[config.mk]
export PLATFORM = sky130hd
export DESIGN_NAME = plane_read_path
export DESIGN_NICKNAME = d
export VERILOG_FILES = /design/src/rtl/plr_pkg.sv /design/src/rtl/plr_seq.sv /design/src/rtl/plr_byte_sel.sv /design/src/rtl/plr_store.sv /design/src/rtl/plane_read_path.sv
export SDC_FILE = /design/constraint.sdc
export NUM_CORES = 1
export LEC_CHECK = 0
export BUFFER_PORTS_ARGS = -buffer_cell sky130_fd_sc_hd__buf_2
export CORE_ASPECT_RATIO = 1.2
export CORE_MARGIN = 1
export CORE_UTILIZATION = 50
export CTS_BUF_LIST = sky130_fd_sc_hd__clkbuf_8
export DETAILED_ROUTE_END_ITERATION = 8
export GPL_ROUTABILITY_DRIVEN = 0
export HOLD_SLACK_MARGIN = 0.15
export PLACE_DENSITY_LB_ADDON = 0.1
export SLEW_MARGIN = 20
export SYNTH_ARGS = -nofsm -noshare
export SYNTH_HDL_FRONTEND = slang
export SYNTH_SLANG_ARGS = --single-unit
[constraint.sdc]
create_clock -name clk -period 3.13 [get_ports clk]
set_input_delay 0.1565 -clock clk [delete_from_list [all_inputs] [get_ports clk]]
set_output_delay 0.1565 -clock clk [all_outputs]
set_load 0.03 [all_outputs]
[src/rtl/plr_pkg.sv]
package plr_pkg;
  localparam int NPLANE  = 4;
  localparam int PLANE_W = 8;
  localparam int WORD_W  = NPLANE * PLANE_W;
  localparam int NLANE   = 4;

  typedef enum logic [1:0] {S_IDLE, S_ISSUE, S_WAIT, S_DONE} plr_state_e;

  typedef struct packed {
    logic                 mode;
    logic [1:0]           map;
    logic [NPLANE-1:0]    cmp;
    logic [NPLANE-1:0]    dc;
  } plr_cfg_t;

  // Index of the last byte for a size code.
  function automatic logic [1:0] plr_last_index(input logic [1:0] size);
    case (size)
      2'd0:    return 2'd0;
      2'd1:    return 2'd1;
      default: return 2'd3;
    endcase
  endfunction

  function automatic logic [PLANE_W-1:0] plr_plane_pick(input logic [WORD_W-1:0] w,
                                                        input logic [1:0] sel);
    return w[sel*PLANE_W +: PLANE_W];
  endfunction

  // Per-bit colour match over the planes that are marked as taking part.
  function automatic logic [PLANE_W-1:0] plr_colour_match(input logic [WORD_W-1:0] w,
                                                          input logic [NPLANE-1:0] cmp,
                                                          input logic [NPLANE-1:0] dc);
    logic [PLANE_W-1:0] m;
    m = '1;
    for (int p = 0; p < NPLANE; p++) begin
      if (dc[p]) m = m & ~(w[p*PLANE_W +: PLANE_W] ^ {PLANE_W{cmp[p]}});
    end
    return m;
  endfunction
endpackage

[src/rtl/plr_seq.sv]
module plr_seq
  import plr_pkg::*;
#(
  parameter int ADDR_W = 16
) (
  input  logic              clk,
  input  logic              rst_n,
  input  logic              req_valid,
  input  logic [1:0]        req_size,
  input  logic [ADDR_W-1:0] req_addr,
  input  logic              mem_rd_valid,
  output logic              req_ready,
  output logic              mem_rd_en,
  output logic [ADDR_W-1:0] mem_rd_addr,
  output logic [1:0]        beat_idx,
  output logic              beat_take,
  output logic              rsp_valid
);
  plr_state_e        state_q;
  logic [ADDR_W-1:0] base_q;
  logic [1:0]        idx_q;
  logic [1:0]        last_q;
  logic              accept;

  assign req_ready   = (state_q == S_IDLE);
  assign accept      = req_valid && req_ready;
  assign mem_rd_en   = (state_q == S_ISSUE);
  assign mem_rd_addr = base_q + ADDR_W'(idx_q);
  assign beat_idx    = idx_q;
  assign beat_take   = (state_q == S_WAIT) && mem_rd_valid;
  assign rsp_valid   = (state_q == S_DONE);

  always_ff @(posedge clk) begin
    if (!rst_n) begin
      state_q <= S_IDLE;
      base_q  <= '0;
      idx_q   <= '0;
      last_q  <= '0;
    end else begin
      case (state_q)
        S_IDLE: if (accept) begin
          base_q  <= req_addr;
          idx_q   <= '0;
          last_q  <= plr_last_index(req_size);
          state_q <= S_ISSUE;
        end
        S_ISSUE: state_q <= S_WAIT;
        S_WAIT: if (mem_rd_valid) begin
          if (idx_q == last_q) state_q <= S_DONE;
          else begin
            idx_q   <= idx_q + 2'd1;
            state_q <= S_ISSUE;
          end
        end
        default: state_q <= S_IDLE;
      endcase
    end
  end
endmodule

[src/rtl/plr_byte_sel.sv]
module plr_byte_sel
  import plr_pkg::*;
(
  input  logic [WORD_W-1:0]  planes,
  input  plr_cfg_t           cfg,
  output logic [PLANE_W-1:0] result
);
  logic [PLANE_W-1:0] pick_byte;
  logic [PLANE_W-1:0] match_byte;

  assign pick_byte  = plr_plane_pick(planes, cfg.map);
  assign match_byte = plr_colour_match(planes, cfg.cmp, cfg.dc);
  assign result     = cfg.mode ? match_byte : pick_byte;
endmodule

[src/rtl/plr_store.sv]
module plr_store
  import plr_pkg::*;
(
  input  logic               clk,
  input  logic               rst_n,
  input  logic               clear,
  input  logic               beat_take,
  input  logic [1:0]         beat_idx,
  input  logic [PLANE_W-1:0] beat_byte,
  input  logic [WORD_W-1:0]  mem_word,
  output logic [WORD_W-1:0]  latch_q,
  output logic [NLANE*PLANE_W-1:0] packed_q
);
  for (genvar p = 0; p < NPLANE; p++) begin : g_plane
    always_ff @(posedge clk) begin
      if (!rst_n)         latch_q[p*PLANE_W +: PLANE_W] <= '0;
      else if (beat_take) latch_q[p*PLANE_W +: PLANE_W] <= mem_word[p*PLANE_W +: PLANE_W];
    end
  end

  for (genvar k = 0; k < NLANE; k++) begin : g_lane
    always_ff @(posedge clk) begin
      if (!rst_n || clear)
        packed_q[k*PLANE_W +: PLANE_W] <= '0;
      else if (beat_take && (beat_idx == 2'(k)))
        packed_q[k*PLANE_W +: PLANE_W] <= beat_byte;
    end
  end
endmodule

[src/rtl/plane_read_path.sv]
module plane_read_path
  import plr_pkg::*;
#(
  parameter int ADDR_W = 16
) (
  input  logic              clk,
  input  logic              rst_n,
  input  logic              req_valid,
  output logic              req_ready,
  input  logic [ADDR_W-1:0] req_addr,
  input  logic [1:0]        req_size,
  input  logic              rd_mode,
  input  logic [1:0]        map_sel,
  input  logic [3:0]        cmp_colour,
  input  logic [3:0]        dont_care,
  output logic              mem_rd_en,
  output logic [ADDR_W-1:0] mem_rd_addr,
  input  logic              mem_rd_valid,
  input  logic [31:0]       mem_rd_data,
  output logic              rsp_valid,
  output logic [31:0]       rsp_data,
  output logic [31:0]       latch_q
);
  plr_cfg_t           cfg_q;
  logic               accept;
  logic               beat_take;
  logic [1:0]         beat_idx;
  logic [PLANE_W-1:0] beat_byte;

  assign accept = req_valid && req_ready;

  always_ff @(posedge clk) begin
    if (!rst_n)      cfg_q <= '0;
    else if (accept) cfg_q <= '{mode: rd_mode, map: map_sel, cmp: cmp_colour, dc: dont_care};
  end

  plr_seq #(.ADDR_W(ADDR_W)) u_seq (
    .clk(clk), .rst_n(rst_n), .req_valid(req_valid), .req_size(req_size),
    .req_addr(req_addr), .mem_rd_valid(mem_rd_valid), .req_ready(req_ready),
    .mem_rd_en(mem_rd_en), .mem_rd_addr(mem_rd_addr), .beat_idx(beat_idx),
    .beat_take(beat_take), .rsp_valid(rsp_valid)
  );

  plr_byte_sel u_sel (
    .planes(mem_rd_data), .cfg(cfg_q), .result(beat_byte)
  );

  plr_store u_store (
    .clk(clk), .rst_n(rst_n), .clear(accept), .beat_take(beat_take),
    .beat_idx(beat_idx), .beat_byte(beat_byte), .mem_word(mem_rd_data),
    .latch_q(latch_q), .packed_q(rsp_data)
  );
endmodule

## After elaboration in Yosys (flattened, before gate mapping)

Cells that the tools add are included.

| storage, ports and cells | value |
|---|---|
| bits in writable memories | 0 |
| latch bits | 0 |
| input port bits | 65 |
| logic and storage cells | 70 |
| ROM bits | 0 |
| output and inout port bits | 83 |
| register bits after elaboration | 97 |
| memories kept | 0 |

| operators by class | value |
|---|---|
| mux-type cells | 14 |
| equality and inequality tests | 11 |
| reductions and logical operators | 15 |
| divide/modulo/power cells | 0 |
| shift operators | 1 |
| multipliers | 0 |
| bitwise gates (word level) | 11 |
| add/sub/neg operators | 2 |
| magnitude comparators | 0 |

Operators with widths:

| operator | count |
|---|---|
| 8-bit 2-to-1 mux | 5 |
| 8-bit inverter | 4 |
| 32-bit by 6-bit variable part select with 8-bit output | 1 |
| 8-bit bitwise XOR | 4 |
| 8-bit bitwise AND | 3 |
| 16-bit by 2-bit adder with 16-bit output | 1 |
| 2-bit 2-to-1 mux | 6 |
| 2-bit equality test, second input constant | 4 |
| 2-bit case mux with 2 select lines | 2 |
| 2-bit by 1-bit equality test with 1-bit output, second input constant | 3 |
| 1-bit logical AND | 6 |
| 2-bit zero test | 3 |
| 2-bit case mux with 3 select lines | 1 |
| 2-bit inequality test, second input constant | 2 |
| 2-bit AND reduction | 2 |
| 4-bit AND reduction | 1 |
| 2-bit by 1-bit adder with 2-bit output, second input constant | 1 |
| 2-bit equality test | 1 |
| 2-bit by 1-bit inequality test with 1-bit output, second input constant | 1 |
| 2-bit nonzero test | 1 |
| 1-bit zero test | 1 |
| 1-bit logical OR | 1 |

## Logic depth before layout (Yosys ltp)

Gate-level depths: netlist (run 1).

| logic depth | value |
|---|---|
| depth after elaboration | 10 |
| gate-level depth with buffers | 7 |

## Cells and area by module

Synthesis (run 1) repeated with hierarchy kept, for this count alone.

| second synthesis, totals | value |
|---|---|
| cell total of the unflattened synthesis | 506 |
| area, all modules | 5,051.1 µm² |

By module, submodules not included:

| module | seq. area each (µm²) | cells each | area each (µm²) | instances |
|---|---|---|---|---|
| plr_store | 1,281.2 | 223 | 2,585.0 | 1 |
| plr_seq | 440.4 | 149 | 1,227.4 | 1 |
| plr_byte_sel | 0.0 | 84 | 758.2 | 1 |
| plane_read_path | 220.2 | 50 | 480.5 | 1 |

## Least setup slack after synthesis (run 1)

OpenSTA, ideal clock, no wires.

| path | value |
|---|---|
| path type | register -> output |
| start | register u_seq.idx_q[0], in the netlist u_seq.beat_idx[0] |
| end | output mem_rd_addr[12] |
| path buffers | 0 |
| stages on the path, launching flop included | 7 |
| data required time | 2.974 ns |
| slack | 0.788 ns |
| data arrival time | 2.185 ns |
| path through | dfxtp_1 > ha_1 > inv_1 > fa_1 > or3_4 > nor3_1 > xor2_1 |

| between the ends | value |
|---|---|
| cells in the longest elaborated chain, start to end | 1 |

Ends and longest elaborated chain:

| element | line | source |
|---|---|---|
| start, declared | plr_seq.sv:21 | `logic [1:0] idx_q;` |
| start signal, assigned | plr_seq.sv:51 | `idx_q <= idx_q + 2'd1;` |
| 16-bit by 2-bit adder with 16-bit output | plr_seq.sv:28 | `assign mem_rd_addr = base_q + ADDR_W'(idx_q);` |
| end, declared | plane_read_path.sv:17 | `output logic [ADDR_W-1:0] mem_rd_addr,` |

No other way between the ends.

## Worst setup path in the final report (run 1)

| path | value |
|---|---|
| start | register u_seq.idx_q[0], in the netlist u_seq.beat_idx[0] |
| end | output mem_rd_addr[14] |

Same word-level chain as after synthesis.

==> results of run 1 <==
==> cell type report <==
class                   count  area share
inverters                   6     0.00358
clock inverters             5      0.0141
multi-input cells         391       0.405
repair buffers            215       0.223
clock buffers              10      0.0219
flip-flops and latches     97       0.308
well taps                 120      0.0239
==> logic make-up (layout without fill, tap and decap cells) <==
group	Yosys count	count (layout)	synth area share
AND/OR/NAND/NOR	174	174	0.158
AO/OA/AOI/OAI	152	152	0.231
flip-flops	97	97	0.412
XOR/XNOR	48	48	0.0891
buffers and inverters	48	236	0.0483
multiplexers	10	10	0.0424
adder cells (fa/ha/maj)	7	7	0.0202
==> where the power goes <==
part           switching [mW]  leakage (nW)  internal, mW
clock network           0.440         0.114         0.476
registers              0.0834         0.787          1.29
logic                   0.342          1.84         0.257
==> critical path, stage by stage (launching register included) <==
cell	delay (ns)
dfxtp_1	0.45
ha_1	0.21
inv_1	0.05
fa_1	0.44
or3_4	0.44
nor3_1	0.23
xor2_1	0.20
buf_2	0.23
==> how the worst max path moves through the flow <==
stage,startpoint,endpoint,cells after the start
2_1_floorplan,u_seq.beat_idx[0]$_SDFFE_PN0P_,mem_rd_addr[12],6
4_1_cts,u_seq.beat_idx[0]$_SDFFE_PN0P_,mem_rd_addr[14],7
5_1_grt,u_seq.beat_idx[0]$_SDFFE_PN0P_,mem_rd_addr[14],7
3_3_place_gp,u_seq.beat_idx[0]$_SDFFE_PN0P_,mem_rd_addr[14],7
3_5_place_dp,u_seq.beat_idx[0]$_SDFFE_PN0P_,mem_rd_addr[14],7
6_report,u_seq.beat_idx[0]$_SDFFE_PN0P_,mem_rd_addr[14],7
==> metrics by stage <==
stage                      util  cells  setup WS, ns
after floorplan               -    536         0.788
after global placement    0.600    767         0.867
after detailed placement  0.600    767         0.765
after CTS                 0.693    844         0.336
after global routing      0.693    844         0.155
final                     0.693    844         0.352
==> Yosys cell counts, types with 3 or more instances <==
master	instances
nand2_1	131
dfxtp_1	97
a21boi_0	60
xor2_1	40
a21oi_1	34
o21ai_0	24
clkbuf_1	18
a22oi_1	16
buf_2	14
nor2b_1	11
a31oi_4	8
mux4_2	8
nor2_1	8
o21ai_1	8
xnor2_1	8
ha_1	6
inv_1	6
nor3_1	5
buf_1	4
buf_4	4
nand3_1	4
and2_0	3
==> sequential cells by signal, summed over array words and instances, names as in the netlist <==
signal / cells
cfg_q: 11
u_seq.base_q: 16
u_seq.beat_idx: 2
u_seq.last_q: 2
u_seq.state_q: 2
u_store.latch_q: 32
u_store.packed_q: 32
==> per-layer routing <==
metal	routed length [µm]	part of all wire	track usage	vias to the layer above
met5	0	0	0	-
met1	5660	0.43	0.339	2078
met2	6360	0.49	0.439	161
met3	680	0.052	0.0394	30
met4	318	0.024	0.122	0
li1	-	-	-	2176
==> reports/qor.yml, run 1 <==
status: "complete, no violations"
setup_viol: 0
dr.pass1.iters: 4
yosysUniqueCellTypes: 37
finalInstanceArea_um2: 6290
dpl.hpwl_um: 8860
fillers: 742
ctsLongestPathBuffers: 2
core_um2: 9080
wl_per_cell_um: 15.4
post-cts-setup-buffers: 0
drc: 0
vias: 4445
grt_pass1_wl_um: 20400
fp.dieArea_um2: 9830
vdd_drop_max_v: 0.000288
netlist.area_leader.share: 0.412
worst_setup_path_start_kind: "flop"
synth.avg_cell_area_um2: 8.80
cts_root_buf: "clkbuf_8"
diodes: 0
min_to: "u_seq.base_q[7]$_SDFFE_PN0P_"
critical_path_arrival_ns: 2.62
ant_nets: 0
regArea_um2: 1940
die_h_um: 108
seq_area_frac_synth: 0.412
synthTopCellsByArea: "dfxtp_1 (41%), nand2_1 (10%), a21boi_0 (9.5%)"
post-route-period-util: 0.888
hp-start: "req_valid"
yosys.area.top_type: "dfxtp_1"
r2r_end: "u_store.packed_q[11]$_SDFFE_PP0P_"
syn_inst: 536
rows: 38
syn-num-nets: 608
start_util: 0.519
finalClockSkew_ns: 0.00976
powerDensity_nw_per_um2: 458
drv_slew: 0
grt_remaining_overflow: 0
hold_violations: 0
finalCriticalPeriod_ns: 2.78
io_buffers: 147
cap_violations: 0
whs_ns: 0.302
cts.repair.resized: 0
cts_sinks: 97
rsz0062_at_grt: "false"
cts_tree: "yes"
max_freq_mhz: 360
final_cell_mix: "buf_2 (147), nand2_1 (131), dfxtp_1 (97)"
final_common_cell: "buf_2"
rrSetupSlack_ns: 0.92
hp-class: "in2reg"
whs_path_depth: 4
antenna_found_initial: 0
cts_buffers: 9
netlist_area_um2: 4720
clk_pin_slew_worst_paths_ns: 0.09
setup_tns_ns: 0
crit_fanout: 6
worst_slew_pin_slew_ns: 1.03
drtIter0Drc: 196
power_mw: 2.89
end_kind: "primary output"
grt_pass1_vias: 4111
final_layout_size_suffix_gt1_frac: 0.258
ios: 148
htree_levels: 3
p_leak_nw: 2.74
grt_max_degree: 68
clock_latency_ns: 0.37
area_growth_pct: 33.4
multi_input_area_um2: 2550
worstReg2RegStart: "u_seq.state_q[1]$_SDFFE_PN0P_"
synth_ff_type: "dfxtp_1"
track_usage: 0.264
drt-total-wl_um: 13000
layout.nets: 792
synth_edf_count: 0
async_reset_ff_frac: 0
postCtsHoldBufs: 62
critPathKind: "reg2out"
die_w_um: 90.7
reg2reg_depth: 4
worst_ep_required_time_ns: 2.97
vias_per_cell: 5.27
max_slew_margin: 0.314
ys_seq_elements: 97
yosysWarnings: 0
dpl_cell_area_um2: 5450
Note: power is estimated with default switching activity, not from simulation.
==> run 2: changes to the inputs <==
- clock period: 3.13 -> 2.85 ns (I/O delays scaled with it)
==> run 2 against run 1 <==
Effect of this change:
- global-route usage rose by 0.58 points
- critical endpoint unchanged
- clock skew fell by 0.0027 ns
- first-iteration DRC count rose by 7.7%
- via count fell by 1.4%
- clock power fell by 6.3%
- combinational power rose by 11%
- critical path depth did not move
- sequential power rose by 9%
- largest cell class unchanged
- power rose by 4.6%
- routed wire length fell by 0.94%
==> reports/qor.yml, run 2 (synthesis gave the netlist of run 1 again) <==
setup_viol: 0
drtIter0Drc: 211
hp-class: "in2reg"
clk_pin_slew_worst_paths_ns: 0.09
worst_path_largest_cell_delay_ns: 0.44
dr.pass1.iters: 4
setup_tns_ns: 0
finalClockSkew_ns: 0.00703
vias_per_cell: 5.19
crit_start: "u_seq.beat_idx[0]$_SDFFE_PN0P_"
worstReg2RegStart: "cfg_q[8]$_SDFFE_PN0P_"
crit_buf_inv: 2
htree_levels: 3
worst_slew_pin_slew_ns: 0.766
io_buffers: 147
final_core_util: 0.690
rows: 38
multi_input_area_um2: 2550
track_usage: 0.270
whs_ns: 0.270
grt_remaining_overflow: 0
layout.nets: 793
finalInstanceArea_um2: 6260
grt_max_degree: 38
dpl.hpwl_um: 8760
critical_path_arrival_ns: 2.48
final_common_cell: "buf_2"
critPathKind: "reg2out"
hold_violations: 0
p_leak_nw: 2.74
finalCriticalPeriod_ns: 2.63
rsz0062_at_grt: "false"
cap_violations: 0
power_mw: 3.02
regArea_um2: 1940
dpl_cell_area_um2: 5460
drv_slew: 0
max_slew_margin: 0.489
ctsLongestPathBuffers: 2
cts_buffers: 9
powerDensity_nw_per_um2: 482
die_h_um: 108
crit_chain: "ha_1 -> inv_1 -> fa_1 -> or3_4 -> nor3_1 -> xor2_1 -> buf_2"
worst_setup_path_start_kind: "flop"
die_w_um: 90.7
area_growth_pct: 32.8
start_util: 0.519
diodes: 0
worst_ep_required_time_ns: 2.71
clock_latency_ns: 0.36
antenna_found_initial: 0
rrSetupSlack_ns: 0.91
top_regs: "u_store.latch_q x32, u_store.packed_q x32, u_seq.base_q x16"
core_um2: 9080
post-route-period-util: 0.922
final_layout_size_suffix_gt1_frac: 0.261
cts_sinks: 97
max_freq_mhz: 381
crit_family: "simple AND/OR/NAND/NOR gates"
cts_root_buf: "clkbuf_8"
drc: 0
wl_per_cell_um: 15.3
post-cts-setup-buffers: 0
final_cell_mix: "buf_2 (147), nand2_1 (131), dfxtp_1 (95)"
vdd_drop_max_v: 0.000312
crit_fanout: 6
end_kind: "primary output"
ios: 148
fp.dieArea_um2: 9830
ant_nets: 0
vias: 4383
drt-total-wl_um: 12900
cp_slowest_cell: "fa_1"
cts_tree: "yes"
hp-start: "rst_n"
grt_pass1_wl_um: 20800
fillers: 758
status: "complete, no violations"
grt_pass1_vias: 4275
==> run 2: cell count changes in the layout (fill, tap and decap cells not counted), sizes merged <==
cell / before / now
clkbuf: 10 / 9
bufinv: 2 / 1
buf: 153 / 154
clkinv: 2 / 4
==> run 2: per-layer routing <==
layer | share of wire | GRT usage
met1 | 0.43 | 0.341
met2 | 0.48 | 0.450
met3 | 0.051 | 0.0380
met4 | 0.033 | 0.142
met5 | 0 | 0
==> run 2: per-stage QoR <==
stage,instances,worst slack [ns]
after global placement,768,0.607
after CTS,845,0.138
after global routing,845,0.0325
final,845,0.223
after detailed placement,768,0.568
after floorplan,536,0.522
==> run 2: area by class of cell <==
type / instances / share of cell area
inverters: 6 / 0.00360
clock buffers: 9 / 0.0198
multi-input cells: 391 / 0.408
repair buffers: 216 / 0.225
well taps: 120 / 0.0240
flip-flops and latches: 97 / 0.310
clock inverters: 6 / 0.00979
==> run 2: path summary, 6_finish.rpt <==
check	endpoint	cells past startpoint
worst min register to register	u_store.latch_q[23]$_SDFFE_PN0P_	2
worst min-delay path	u_seq.state_q[1]$_SDFFE_PN0P_	2
worst max-delay path	mem_rd_addr[14]	7
worst max register to register	u_store.packed_q[10]$_SDFFE_PP0P_	4
==> run 2: timing repair <==
| item | 4_1_cts | 5_1_grt |
|---|---|---|
| hold buffers | 62 | 0 |
| gates resized for setup | 0 | 2 |
| endpoints found under the setup margin | 0 | 1 |
| hold endpoints to repair | 62 | 0 |
==> run 2: where the power goes <==
group | switching (mW) | total [mW] | internal (mW)
clock | 0.460 | 0.858 | 0.398
combinational | 0.384 | 0.667 | 0.284
sequential | 0.0802 | 1.49 | 1.41
